`config.mk`:
```
export PLATFORM = sky130hd
export DESIGN_NAME = scl_clock_gen
export DESIGN_NICKNAME = d
export VERILOG_FILES = /design/src/rtl/scl_div_pkg.sv /design/src/rtl/scl_div_datapath.sv /design/src/rtl/scl_div_ctrl.sv /design/src/rtl/scl_clock_gen.sv
export SDC_FILE = /design/constraint.sdc
export NUM_CORES = 1
export LEC_CHECK = 0
export BUFFER_PORTS_ARGS = -buffer_cell sky130_fd_sc_hd__buf_2
export CELL_PAD_IN_SITES_DETAIL_PLACEMENT = 1
export CELL_PAD_IN_SITES_GLOBAL_PLACEMENT = 2
export CORE_UTILIZATION = 35
export CTS_BUF_LIST = sky130_fd_sc_hd__clkbuf_4 sky130_fd_sc_hd__clkbuf_8 sky130_fd_sc_hd__clkbuf_16
export DETAILED_ROUTE_END_ITERATION = 6
export HOLD_SLACK_MARGIN = 0.15
export PLACE_DENSITY_LB_ADDON = 0.1
export SYNTH_ARGS = -nofsm -noshare
export SYNTH_HDL_FRONTEND = slang
export SYNTH_SLANG_ARGS = --single-unit
```
`constraint.sdc`:
```
create_clock -name clk -period 6.6 [get_ports clk]
set_input_delay 0.33 -clock clk [delete_from_list [all_inputs] [get_ports clk]]
set_output_delay 0.33 -clock clk [all_outputs]
set_load 0.05 [all_outputs]
```
`src/rtl/scl_div_pkg.sv`:
```
package scl_div_pkg;

  typedef enum logic [1:0] {
    PH_IDLE = 2'd0,
    PH_LOW  = 2'd1,
    PH_HIGH = 2'd2
  } sclPhase_e;

  // strobes from the sequencer to the counting datapath
  typedef struct packed {
    logic restart;  // restart the prescaler on this edge
    logic load;     // capture the timing fields
    logic clear;    // zero the phase counter
    logic advance;  // count one base tick in the phase
    logic inHigh;   // phase counter compares against the high field
  } divCtl_t;

endpackage

```
`src/rtl/scl_div_datapath.sv`:
```
module scl_div_datapath
  import scl_div_pkg::*;
#(
  parameter int EXP_W   = 4,
  parameter int PHASE_W = 4
) (
  input  logic                           clk,
  input  logic                           rstN,
  input  logic                           enable,
  input  logic [EXP_W-1:0]               baseExp,
  input  logic [PHASE_W-1:0]             lowPhase,
  input  logic [PHASE_W-1:0]             highPhase,
  input  divCtl_t                        ctl,
  output logic                           tick,
  output logic                           phaseLast,
  output logic                           phaseMid,
  output logic [EXP_W+2*PHASE_W-1:0]     latchedCfg
);

  localparam int PRE_W = (1 << EXP_W) - 1;

  logic [PRE_W-1:0]   preCnt;
  logic [PRE_W-1:0]   preMask;
  logic [EXP_W-1:0]   expLat;
  logic [PHASE_W-1:0] lowLat;
  logic [PHASE_W-1:0] highLat;
  logic [PHASE_W-1:0] phaseCnt;
  logic [PHASE_W-1:0] curLat;

  // mask of the prescaler bits that must be zero for a base tick
  for (genvar g = 0; g < PRE_W; g++) begin : g_mask
    assign preMask[g] = (expLat > EXP_W'(g));
  end

  always_ff @(posedge clk) begin
    if (!rstN)            preCnt <= '0;
    else if (!enable)     preCnt <= '0;
    else if (ctl.restart) preCnt <= PRE_W'(1);
    else                  preCnt <= preCnt + PRE_W'(1);
  end

  assign tick = enable && ((preCnt & preMask) == '0);

  always_ff @(posedge clk) begin
    if (!rstN) begin
      expLat  <= '0;
      lowLat  <= '0;
      highLat <= '0;
    end else if (ctl.load) begin
      expLat  <= baseExp;
      lowLat  <= lowPhase;
      highLat <= highPhase;
    end
  end

  always_ff @(posedge clk) begin
    if (!rstN)            phaseCnt <= '0;
    else if (ctl.clear)   phaseCnt <= '0;
    else if (ctl.advance) phaseCnt <= phaseCnt + PHASE_W'(1);
  end

  assign curLat     = ctl.inHigh ? highLat : lowLat;
  assign phaseLast  = (phaseCnt == curLat);
  assign phaseMid   = (phaseCnt == (curLat >> 1));
  assign latchedCfg = {expLat, highLat, lowLat};

  // with a prescale above one, a base tick is never followed by another
  a_r4_tick_spacing: assert property (@(posedge clk) disable iff (!rstN)
    (tick && expLat != '0 && !ctl.load) |=> !tick);

endmodule

```
`src/rtl/scl_div_ctrl.sv`:
```
module scl_div_ctrl
  import scl_div_pkg::*;
(
  input  logic    clk,
  input  logic    rstN,
  input  logic    enable,
  input  logic    sclIn,
  input  logic    tick,
  input  logic    phaseLast,
  input  logic    phaseMid,
  output divCtl_t ctl,
  output logic    sclDriveLow,
  output logic    sclRise,
  output logic    sclFall,
  output logic    lowMid,
  output logic    highMid
);

  sclPhase_e phase, nextPh;
  logic riseN, fallN, lowMidN, highMidN;

  always_comb begin
    nextPh     = phase;
    ctl        = '0;
    ctl.inHigh = (phase == PH_HIGH);
    riseN      = 1'b0;
    fallN      = 1'b0;
    lowMidN    = 1'b0;
    highMidN   = 1'b0;
    if (!enable) begin
      nextPh = PH_IDLE;
    end else begin
      case (phase)
        PH_IDLE: begin
          nextPh      = PH_LOW;
          ctl.load    = 1'b1;
          ctl.clear   = 1'b1;
          ctl.restart = 1'b1;
          fallN       = 1'b1;
        end
        PH_LOW: begin
          if (tick) begin
            lowMidN = phaseMid;
            if (phaseLast) begin
              nextPh    = PH_HIGH;
              ctl.clear = 1'b1;
              riseN     = 1'b1;
            end else begin
              ctl.advance = 1'b1;
            end
          end
        end
        PH_HIGH: begin
          // a tick only counts once the line really reads high
          if (tick && sclIn) begin
            highMidN = phaseMid;
            if (phaseLast) begin
              nextPh      = PH_LOW;
              ctl.load    = 1'b1;
              ctl.clear   = 1'b1;
              ctl.restart = 1'b1;
              fallN       = 1'b1;
            end else begin
              ctl.advance = 1'b1;
            end
          end
        end
        default: nextPh = PH_IDLE;
      endcase
    end
  end

  always_ff @(posedge clk) begin
    if (!rstN) begin
      phase       <= PH_IDLE;
      sclDriveLow <= 1'b0;
      sclRise     <= 1'b0;
      sclFall     <= 1'b0;
      lowMid      <= 1'b0;
      highMid     <= 1'b0;
    end else begin
      phase       <= nextPh;
      sclDriveLow <= (nextPh == PH_LOW);
      sclRise     <= riseN;
      sclFall     <= fallN;
      lowMid      <= lowMidN;
      highMid     <= highMidN;
    end
  end

  // a cycle with enable low leaves the line released and quiet
  a_r2_quiet_when_off: assert property (@(posedge clk) disable iff (!rstN)
    !$past(enable) |-> (!sclDriveLow && !sclRise && !sclFall && !lowMid && !highMid));

  // turning the divider on starts with a falling edge
  a_r3_fall_on_enable: assert property (@(posedge clk) disable iff (!rstN)
    $rose(enable) |=> sclFall);

  // a held-low line freezes the high phase
  a_r6_stretch_hold: assert property (@(posedge clk) disable iff (!rstN)
    (phase == PH_HIGH && !sclIn) |=> (!sclFall && !highMid));

  // edge strobes agree with the drive output
  a_r9_rise_edge: assert property (@(posedge clk) disable iff (!rstN)
    sclRise |-> (!sclDriveLow && $past(sclDriveLow) && !sclFall));

  a_r9_fall_edge: assert property (@(posedge clk) disable iff (!rstN)
    sclFall |-> (sclDriveLow && !$past(sclDriveLow)));

endmodule

```
`src/rtl/scl_clock_gen.sv`:
```
module scl_clock_gen
  import scl_div_pkg::*;
#(
  parameter int EXP_W   = 4,
  parameter int PHASE_W = 4
) (
  input  logic               clk,
  input  logic               rstN,
  input  logic               enable,
  input  logic [EXP_W-1:0]   baseExp,
  input  logic [PHASE_W-1:0] lowPhase,
  input  logic [PHASE_W-1:0] highPhase,
  input  logic               sclIn,
  output logic               sclDriveLow,
  output logic               sclRise,
  output logic               sclFall,
  output logic               lowMid,
  output logic               highMid
);

  localparam int CFG_W = EXP_W + 2 * PHASE_W;

  divCtl_t          ctl;
  logic             tick;
  logic             phaseLast;
  logic             phaseMid;
  logic [CFG_W-1:0] latchedCfg;

  scl_div_datapath #(
    .EXP_W   (EXP_W),
    .PHASE_W (PHASE_W)
  ) u_dp (
    .clk        (clk),
    .rstN       (rstN),
    .enable     (enable),
    .baseExp    (baseExp),
    .lowPhase   (lowPhase),
    .highPhase  (highPhase),
    .ctl        (ctl),
    .tick       (tick),
    .phaseLast  (phaseLast),
    .phaseMid   (phaseMid),
    .latchedCfg (latchedCfg)
  );

  scl_div_ctrl u_ctrl (
    .clk         (clk),
    .rstN        (rstN),
    .enable      (enable),
    .sclIn       (sclIn),
    .tick        (tick),
    .phaseLast   (phaseLast),
    .phaseMid    (phaseMid),
    .ctl         (ctl),
    .sclDriveLow (sclDriveLow),
    .sclRise     (sclRise),
    .sclFall     (sclFall),
    .lowMid      (lowMid),
    .highMid     (highMid)
  );

  // captured settings move only together with a falling-edge strobe
  a_r7_load_at_fall: assert property (@(posedge clk) disable iff (!rstN)
    !$stable(latchedCfg) |-> sclFall);

endmodule

```
==> impl_metrics.env, run 1 <==
export IMPL_status="complete, no violations"
export IMPL_setup_violations=0
export IMPL_postSynthCellCount=225
export IMPL_max_freq_ghz=0.331
export IMPL_grt_antenna_before_repair=0
export IMPL_syn_cell_area_um2=1890
export IMPL_timing_max_cap_violations=0
export IMPL_worst_pin_slew_ns=0.966
export IMPL_reg2reg_setup_slack_ns=3.58
export IMPL_drive_above_1_share_pct=15.1
export IMPL_vdd_ir_drop_max_mv=0.110
export IMPL_clk_latency_ns=0.29
export IMPL_postCtsHoldBufs=0
export IMPL_synth_top_cell_by_area="dfxtp_1"
export IMPL_grt_max_degree=29
export IMPL_drc=0
export IMPL_die_width_um=75.4
export IMPL_first_iter_violations=86
export IMPL_cts_htree_levels=2
export IMPL_cts_resized=0
export IMPL_critPathKind="register to register"
export IMPL_critical_path_endpoint_type="register"
export IMPL_yosysWarningCount=0
export IMPL_skew_ns=0.00543
export IMPL_rows=26
export IMPL_synth_nets=247
export IMPL_viasPerCell=5.02
export IMPL_cts_root_buf="clkbuf_8"
export IMPL_numCtsBuffers=5
export IMPL_utilization_pct=41.6
export IMPL_die_y_um=75.4
export IMPL_cp_start_kind="register"
export IMPL_synth_edf_count=0
export IMPL_cp_data_arrival_time_ns=3.17
export IMPL_fin_tns_setup_ns=0
export IMPL_maxSlewHeadroom_pct=35.6
export IMPL_grt_pass1_vias=1530
export IMPL_wl_um=4130
export IMPL_synthFlopType="dfxtp_1"
export IMPL_num_vias=1582
export IMPL_synth_area_leaders="dfxtp_1 (40%), o21ai_0 (5.6%), xnor2_1 (5.6%), nor2_1 (5.4%), nand3_1 (4.5%)"
export IMPL_die_area_um2=5690
export IMPL_start_util_pct=36.7
export IMPL_finalMaxSlewViolations=0
export IMPL_cp_data_required_time_ns=6.75
export IMPL_diodes=0
export IMPL_ys_types=40
export IMPL_layout_worst_path_cycle_share_pct=45.7
export IMPL_hold_viol=0
export IMPL_power_density_nw_per_um2=210
export IMPL_period_minus_slack_ns=3.02
export IMPL_fin_total_pwr_uw=450
export IMPL_hold_class="primary input to register"
export IMPL_final_nets=266
export IMPL_ant_nets=0
export IMPL_port_buffers=20
export IMPL_ys_async_sr_fraction_pct=0
export IMPL_path_max_fanout=9
export IMPL_filler_cell_count=666
export IMPL_grt_use_total_pct=16.6
export IMPL_grt_pass1_wl_um=7160
export IMPL_cts_buffer_depth=2
export IMPL_dr_pass1_iters=4
export IMPL_yosysTopAreaCellShare_pct=40.3
export IMPL_cts_tree="built"
export IMPL_wl_per_cell_um=13.1
export IMPL_p_leak_nw=0.774
export IMPL_rsz0062_at_grt="false"
export IMPL_synth_seq_cells=38
export IMPL_numClockSinks=38
export IMPL_post_cts_setup_buffer_count=0
export IMPL_clkTransAtPathRegs_ns=0.08
export IMPL_dp_hpwl_um=3090
export IMPL_area_growth_pct=13.3
export IMPL_synth_seq_area_share_pct=40.3
export IMPL_ios=21
export IMPL_routabilityCongestion=0.767
export IMPL_synth_area_per_cell_um2=8.39
export IMPL_core_um2=5140
export IMPL_gr_total_overflow=0
==> critical path: stages, from the launching register on <==
cell	delay (ns)
dfxtp_1	0.35
inv_1	0.09
ha_1	0.45
mux2i_2	0.34
xnor2_1	0.16
nor4_4	0.42
nand3_2	0.18
o311ai_0	0.79
nor2_1	0.11
==> path summary, 6_finish.rpt <==
path,start,end,depth (start not counted)
worst max-delay path,u_ctrl.phase[0]$_SDFF_PN0_,u_dp.phaseCnt[1]$_SDFFE_PP0P_,8
worst min-delay path,lowPhase[2],u_dp.lowLat[2]$_SDFFE_PN0P_,3
worst max register to register,u_ctrl.phase[0]$_SDFF_PN0_,u_dp.phaseCnt[1]$_SDFFE_PP0P_,8
worst min register to register,u_dp.highLat[0]$_SDFFE_PN0P_,u_dp.highLat[0]$_SDFFE_PN0P_,2
==> layout by cell type (no fill, tap or decap), types with 2 or more instances in the layout <==
| master | count |
|---|---|
| o21ai_0 | 21 |
| nor2_1 | 27 |
| clkbuf_8 | 5 |
| or3_1 | 2 |
| nand3_1 | 17 |
| a211oi_1 | 2 |
| inv_1 | 9 |
| nor3_1 | 3 |
| a21oi_1 | 8 |
| mux2i_2 | 2 |
| nand2_1 | 22 |
| buf_2 | 20 |
| nand4_1 | 4 |
| and3_1 | 6 |
| mux2i_1 | 3 |
| dfxtp_1 | 38 |
| nand2b_1 | 2 |
| a41oi_1 | 3 |
| xor2_1 | 9 |
| and2_1 | 3 |
| ha_1 | 6 |
| xnor2_1 | 12 |
==> per-stage QoR <==
step	cells	hold WS, ns	setup slack, ns	instance area [µm²]
floorplan	225	0.443	4.20	1890
global placement	307	0.478	3.74	2050
detailed placement	307	0.477	3.57	2050
CTS	315	0.261	3.57	2140
global route	315	0.272	3.32	2140
finish	315	0.272	3.58	2140
==> report_power, final <==
part / switching (mW) / total, mW / internal [mW]
clock: 0.0876 / 0.162 / 0.0742
sequential: 0.00641 / 0.242 / 0.236
combinational: 0.0284 / 0.0455 / 0.0170
total: 0.122 / 0.450 / 0.327
==> registers in the layout, indices dropped and copies added (netlist names) <==
signal	count
u_dp.lowLat	4
u_ctrl.sclFall	1
u_ctrl.lowMid	1
u_dp.highLat	4
u_ctrl.sclDriveLow	1
u_dp.expLat	4
u_ctrl.highMid	1
u_ctrl.phase	2
u_dp.phaseCnt	4
u_dp.preCnt	15
u_ctrl.sclRise	1
==> routing by layer <==
metal,vias up,share of wire (%),global-route usage [%]
met2,21,43,25.4
met1,735,53,22.8
li1,819,-,-
met3,7,2.9,4.23
met4,0,1.4,5.56
met5,-,0,0
==> synthesized netlist by cell type (all sizes together) (2+ instances only) <==
| cell | n |
|---|---|
| xor2 | 9 |
| mux2i | 5 |
| nor3 | 4 |
| and3 | 6 |
| a211oi | 3 |
| nand4 | 4 |
| ha | 6 |
| nand2 | 22 |
| inv | 9 |
| nand3 | 18 |
| and2 | 3 |
| or4 | 2 |
| a21oi | 8 |
| buf | 3 |
| nand2b | 2 |
| or3 | 2 |
| a41oi | 4 |
| nor2 | 27 |
| o21ai | 22 |
| clkbuf | 6 |
| dfxtp | 38 |
| xnor2 | 12 |
==> layout make-up <==
cell class / count / area (µm²) / share of cell area (%)
Multi-Input combinational cell: 169 / 1060 / 49.5
Sequential cell: 38 / 761 / 35.6
Timing Repair Buffer: 21 / 108 / 5.04
Tap cell: 70 / 87.6 / 4.10
Clock buffer: 5 / 68.8 / 3.22
Inverter: 9 / 33.8 / 1.58
Clock inverter: 3 / 21.3 / 0.995
==> kinds of logic (layout without fill, tap and decap cells) <==
family / after synthesis / after routing / synth area share, %
AO/OA/AOI/OAI: 43 / 43 / 13.9
flip-flops: 38 / 38 / 40.3
multiplexers: 5 / 5 / 3.05
AND/OR/NAND/NOR: 94 / 94 / 25.0
XOR/XNOR: 21 / 21 / 9.75
buffers and inverters: 18 / 38 / 4.04
adder cells (fa/ha/maj): 6 / 6 / 3.98
No activity file was read; power rests on OpenSTA's default activity.
==> inputs of run 2 (changes only) <==
CORE_UTILIZATION = 34   (was 35)
clock period = 3.2 ns   (was 6.6 ns; I/O delays follow)
==> impl_metrics.env, run 2 (synthesized netlist as in run 1, its figures left out) <==
export IMPL_status="complete, no violations"
export IMPL_setup_violations=0
export IMPL_numCtsBuffers=5
export IMPL_final_common_cell="dfxtp_1"
export IMPL_rsz0062_at_grt="false"
export IMPL_worstSetupPathDepth=8
export IMPL_clk_latency_ns=0.29
export IMPL_post_cts_setup_buffer_count=0
export IMPL_start_util_pct=36.0
export IMPL_cp_start_kind="register"
export IMPL_die_width_um=76.5
export IMPL_r2r_start="u_ctrl.phase[0]$_SDFF_PN0_"
export IMPL_reg2reg_setup_slack_ns=0.36
export IMPL_grt_max_degree=29
export IMPL_pwr_share_clk_pct=36.3
export IMPL_placed_cells=309
export IMPL_cp_data_required_time_ns=3.41
export IMPL_seqPwrFrac_pct=52.4
export IMPL_fin_total_pwr_uw=955
export IMPL_p_int_uw=706
export IMPL_reg2reg_to="u_ctrl.sclDriveLow$_SDFF_PN0_"
export IMPL_dp_hpwl_um=3360
export IMPL_crit_buf_inv=1
export IMPL_final_cells=328
export IMPL_worst_pin_slew_ns=0.476
export IMPL_combPwrFrac_pct=11.3
export IMPL_die_y_um=76.5
export IMPL_core_um2=5240
export IMPL_skew_ns=0.00717
export IMPL_critical_path_endpoint_type="register"
export IMPL_grt_antenna_before_repair=0
export IMPL_gr_total_overflow=0
export IMPL_path_cells="inv_1 -> ha_1 -> mux2i_2 -> xnor2_1 -> nor4_4 -> nand3_2 -> or4_4 -> a211oi_2"
export IMPL_hold_viol=0
export IMPL_grt_use_total_pct=16.6
export IMPL_drive_above_1_share_pct=15.1
export IMPL_vdd_ir_drop_max_mv=0.184
export IMPL_cts_buffer_depth=2
export IMPL_timing_max_cap_violations=0
export IMPL_final_cell_mix="dfxtp_1 (38), nor2_1 (27), nand2_1 (22), o21ai_0 (21), buf_2 (20)"
export IMPL_max_freq_ghz=0.353
export IMPL_grt_pass1_vias=1728
export IMPL_maxSlewHeadroom_pct=68.0
export IMPL_wl_per_cell_um=13.6
export IMPL_crit_family="simple AND/OR/NAND/NOR gates"
export IMPL_numClockSinks=38
export IMPL_first_iter_violations=36
export IMPL_cp_endpoint="u_ctrl.sclDriveLow$_SDFF_PN0_"
export IMPL_finalMaxSlewViolations=0
export IMPL_ant_nets=0
export IMPL_layout_worst_path_cycle_share_pct=88.6
export IMPL_viasPerCell=5.08
export IMPL_fin_tns_setup_ns=0
export IMPL_rows=26
export IMPL_ios=21
export IMPL_port_buffers=20
export IMPL_drc=0
export IMPL_power_density_nw_per_um2=421
export IMPL_largest_reg_flops=15
export IMPL_clkTransAtPathRegs_ns=0.08
export IMPL_top_register="u_dp.preCnt"
export IMPL_swShare_pct=26.1
export IMPL_grt_pass1_wl_um=7900
export IMPL_area_growth_pct=20.2
export IMPL_dr_pass1_iters=4
export IMPL_final_nets=279
export IMPL_path_max_fanout=9
export IMPL_cp_data_arrival_time_ns=3.04
export IMPL_die_area_um2=5850
export IMPL_cts_root_buf="clkbuf_8"
export IMPL_wl_um=4470
export IMPL_crit_start="u_ctrl.phase[0]$_SDFF_PN0_"
export IMPL_switching_power_uw=249
export IMPL_cts_tree="built"
export IMPL_p_leak_nw=0.833
export IMPL_reg2reg_depth=8
export IMPL_hold_class="primary input to register"
export IMPL_critPathKind="register to register"
export IMPL_diodes=0
export IMPL_cts_htree_levels=2
export IMPL_cpPeakStageDelay_ns=0.56
export IMPL_routabilityCongestion=0.862
export IMPL_crit_slowest_cell="or4_4"
export IMPL_period_minus_slack_ns=2.84
export IMPL_num_vias=1665
## run 2: changes by cell type in the layout (fill, tap and decap cells not counted), sizes merged
cell         previous run  this run
dlygate4sd3             0        11
buf                    21        23
clkinv                  2         1
clkbuf                  5         6
## run 2: repair_timing
| action | in CTS | in global routing |
|---|---|---|
| hold buffers | 11 | 0 |
| gates resized for setup | 0 | 0 |
| endpoints found under the hold margin | 11 | 0 |
## run 2: worst min-delay path by stage
stage	start	end	slack, ns	depth (start not counted)
6_report	lowPhase[0]	u_dp.lowLat[0]$_SDFFE_PN0P_	0.16	3
5_1_grt	lowPhase[0]	u_dp.lowLat[0]$_SDFFE_PN0P_	0.19	3
4_1_cts	lowPhase[0]	u_dp.lowLat[0]$_SDFFE_PN0P_	0.16	3
3_5_place_dp	baseExp[3]	u_dp.expLat[3]$_SDFFE_PN0P_	0.42	3
3_3_place_gp	highPhase[0]	u_dp.highLat[0]$_SDFFE_PN0P_	0.40	3
2_1_floorplan	baseExp[0]	u_dp.expLat[0]$_SDFFE_PN0P_	0.30	2
## run 2: final cells by class
cell class | count | area [µm²]
sequential | 38 | 761
clock inverter | 2 | 12.5
inverter | 9 | 33.8
fill | 628 | 2970
multi-input combinational | 169 | 1060
timing repair buffer | 34 | 233
clock buffer | 6 | 82.6
tap | 70 | 87.6
## run 2: layer usage
layer	vias up	wire length, µm	global-route usage, %
met5	-	0	0
met1	788	2280	21.8
li1	846	-	-
met3	8	108	3.59
met4	0	70	5.96
met2	23	2010	26.7
## run 2: through the flow
stage	setup WS, ns	util [%]	hold WS (ns)	cell area (µm²)
final	0.364	43.3	0.158	2270
after global routing	0.150	43.3	0.186	2270
after CTS	0.358	43.3	0.163	2270
after detailed placement	0.387	39.4	0.424	2060
after global placement	0.535	39.4	0.403	2060
after floorplan	0.804	-	0.300	1890
## run 2: worst min-delay path: stages
cell and delay [ns]:
buf_2 0.10, nand2_1 0.06, o21ai_0 0.08
## run 2: power by group through the flow
stage               clock (mW)  combinational (mW)  sequential (mW)
floorplan                    0              0.0638            0.512
global placement             0              0.0922            0.512
detailed placement           0              0.0974            0.512
CTS                      0.362               0.108            0.500
global route             0.380               0.120            0.503
finish                   0.347               0.108            0.500
==> inputs of run 3 (changes only) <==
clock period = 2.89 ns   (was 3.2 ns; I/O delays follow)
==> impl_metrics.env, run 3 (synthesized netlist as in run 1, its figures left out) <==
export IMPL_status="complete, no violations"
export IMPL_setup_slack_ns=0.206
export IMPL_max_freq_ghz=0.373
export IMPL_die_y_um=76.5
export IMPL_combPwrFrac_pct=12.1
export IMPL_cts_root_buf="clkbuf_8"
export IMPL_maxSlewHeadroom_pct=66.4
export IMPL_skew_ns=0.00770
export IMPL_whs_ns=0.179
export IMPL_rows=26
export IMPL_diodes=0
export IMPL_core_um2=5240
export IMPL_gr_total_overflow=0
export IMPL_numClockSinks=38
export IMPL_critPathKind="register to register"
export IMPL_area_growth_pct=21.8
export IMPL_viasPerCell=5.08
export IMPL_die_width_um=76.5
export IMPL_timing_max_cap_violations=0
export IMPL_final_cell_mix="dfxtp_1 (38), nor2_1 (27), nand2_1 (22), o21ai_0 (21), buf_2 (20)"
export IMPL_wl_um=4760
export IMPL_grt_use_total_pct=17.1
export IMPL_multi_input_area_um2=1060
export IMPL_path_max_fanout=9
export IMPL_worst_pin_slew_ns=0.500
export IMPL_fin_area_um2=2300
export IMPL_grt_antenna_before_repair=0
export IMPL_seqPwrFrac_pct=51.8
export IMPL_cts_buffer_depth=2
export IMPL_clkTransAtPathRegs_ns=0.08
export IMPL_period_minus_slack_ns=2.68
export IMPL_grt_pass1_wl_um=8020
export IMPL_fin_tns_setup_ns=0
export IMPL_filler_cell_count=647
export IMPL_swShare_pct=26.3
export IMPL_start_util_pct=36.0
export IMPL_vdd_ir_drop_max_mv=0.243
export IMPL_num_vias=1683
export IMPL_critical_path_endpoint_type="register"
export IMPL_final_common_cell="dfxtp_1"
export IMPL_placed_area_um2=2060
export IMPL_drc=0
export IMPL_layout_worst_path_cycle_share_pct=92.9
export IMPL_p_int_uw=788
export IMPL_dr_pass1_iters=4
export IMPL_switching_power_uw=282
export IMPL_dp_hpwl_um=3460
export IMPL_cts_htree_levels=2
export IMPL_grt_pass1_vias=1730
export IMPL_cp_start_kind="register"
export IMPL_rsz0062_at_grt="false"
export IMPL_power_density_nw_per_um2=466
export IMPL_die_area_um2=5850
export IMPL_top_register="u_dp.preCnt"
export IMPL_cts_tree="built"
export IMPL_port_buffers=20
export IMPL_routabilityCongestion=0.834
export IMPL_p_leak_nw=0.846
export IMPL_drive_above_1_share_pct=16.5
export IMPL_largest_reg_flops=15
export IMPL_hold_class="primary input to register"
export IMPL_first_iter_violations=40
export IMPL_finalMaxSlewViolations=0
export IMPL_hold_viol=0
export IMPL_pwr_share_clk_pct=36.1
export IMPL_cp_data_arrival_time_ns=2.89
export IMPL_clk_latency_ns=0.29
export IMPL_cp_data_required_time_ns=3.10
export IMPL_wl_per_cell_um=14.4
export IMPL_final_nets=282
export IMPL_fin_total_pwr_mw=1.07
export IMPL_pre_cts_ws_ns=0.0575
export IMPL_ant_nets=0
export IMPL_setup_violations=0
export IMPL_grt_max_degree=29
export IMPL_ios=21
export IMPL_regArea_um2=761
export IMPL_numCtsBuffers=5
==> run 3: power groups by stage <==
stage / Sequential (mW) / Clock, mW / Combinational, mW
floorplan: 0.567 / 0 / 0.0707
global placement: 0.566 / 0 / 0.102
detailed placement: 0.567 / 0 / 0.109
CTS: 0.554 / 0.402 / 0.122
global route: 0.557 / 0.426 / 0.143
finish: 0.554 / 0.386 / 0.130
==> run 3: worst max-delay path, stage by stage (launching register included) <==
cell and delay, ns:
dfxtp_1 0.35, inv_1 0.10, ha_2 0.34, mux2i_2 0.33, xnor2_1 0.16, nor4_4 0.34, nand3_2 0.17, or4_4 0.57
a211oi_2 0.24
==> run 3: worst paths after layout <==
path	startpoint	to	slack (ns)	cells after the start
setup / recovery	u_ctrl.phase[0]$_SDFF_PN0_	u_ctrl.sclDriveLow$_SDFF_PN0_	0.21	8
hold / removal	sclIn	u_ctrl.highMid$_SDFF_PN0_	0.18	3
setup reg to reg	u_ctrl.phase[0]$_SDFF_PN0_	u_ctrl.sclDriveLow$_SDFF_PN0_	0.21	8
hold reg to reg	u_dp.highLat[3]$_SDFFE_PN0P_	u_dp.highLat[3]$_SDFFE_PN0P_	0.49	2
==> run 3: area by class of cell <==
type,count,share of cell area (%)
clock buffers,6,3.59
clock inverters,2,0.544
flip-flops and latches,38,33.1
multi-input cells,169,46.3
well taps,70,3.81
inverters,9,1.47
repair buffers,37,11.2
==> run 3: per-stage QoR <==
| stage | std cells | utilization (%) |
|---|---|---|
| 3_5_place_dp | 309 | 39.4 |
| 3_3_place_gp | 309 | 39.4 |
| 6_report | 331 | 43.9 |
| 2_1_floorplan | 225 | - |
| 5_1_grt | 331 | 43.9 |
| 4_1_cts | 329 | 43.5 |
==> run 3: repair_timing <==
action | CTS | global route
resized for setup | 0 | 2
endpoints found under the setup margin | 0 | 2
endpoints found under the hold margin | 12 | 0
hold buffers | 12 | 0
buffers inserted | 0 | 2
==> run 3: routing by layer <==
metal | GRT usage (%) | vias up | wire length (µm)
met3 | 3.71 | 7 | 128
met2 | 29.4 | 25 | 2280
met5 | 0 | - | 0
met4 | 5.19 | 0 | 62
li1 | - | 849 | -
met1 | 21.3 | 802 | 2290
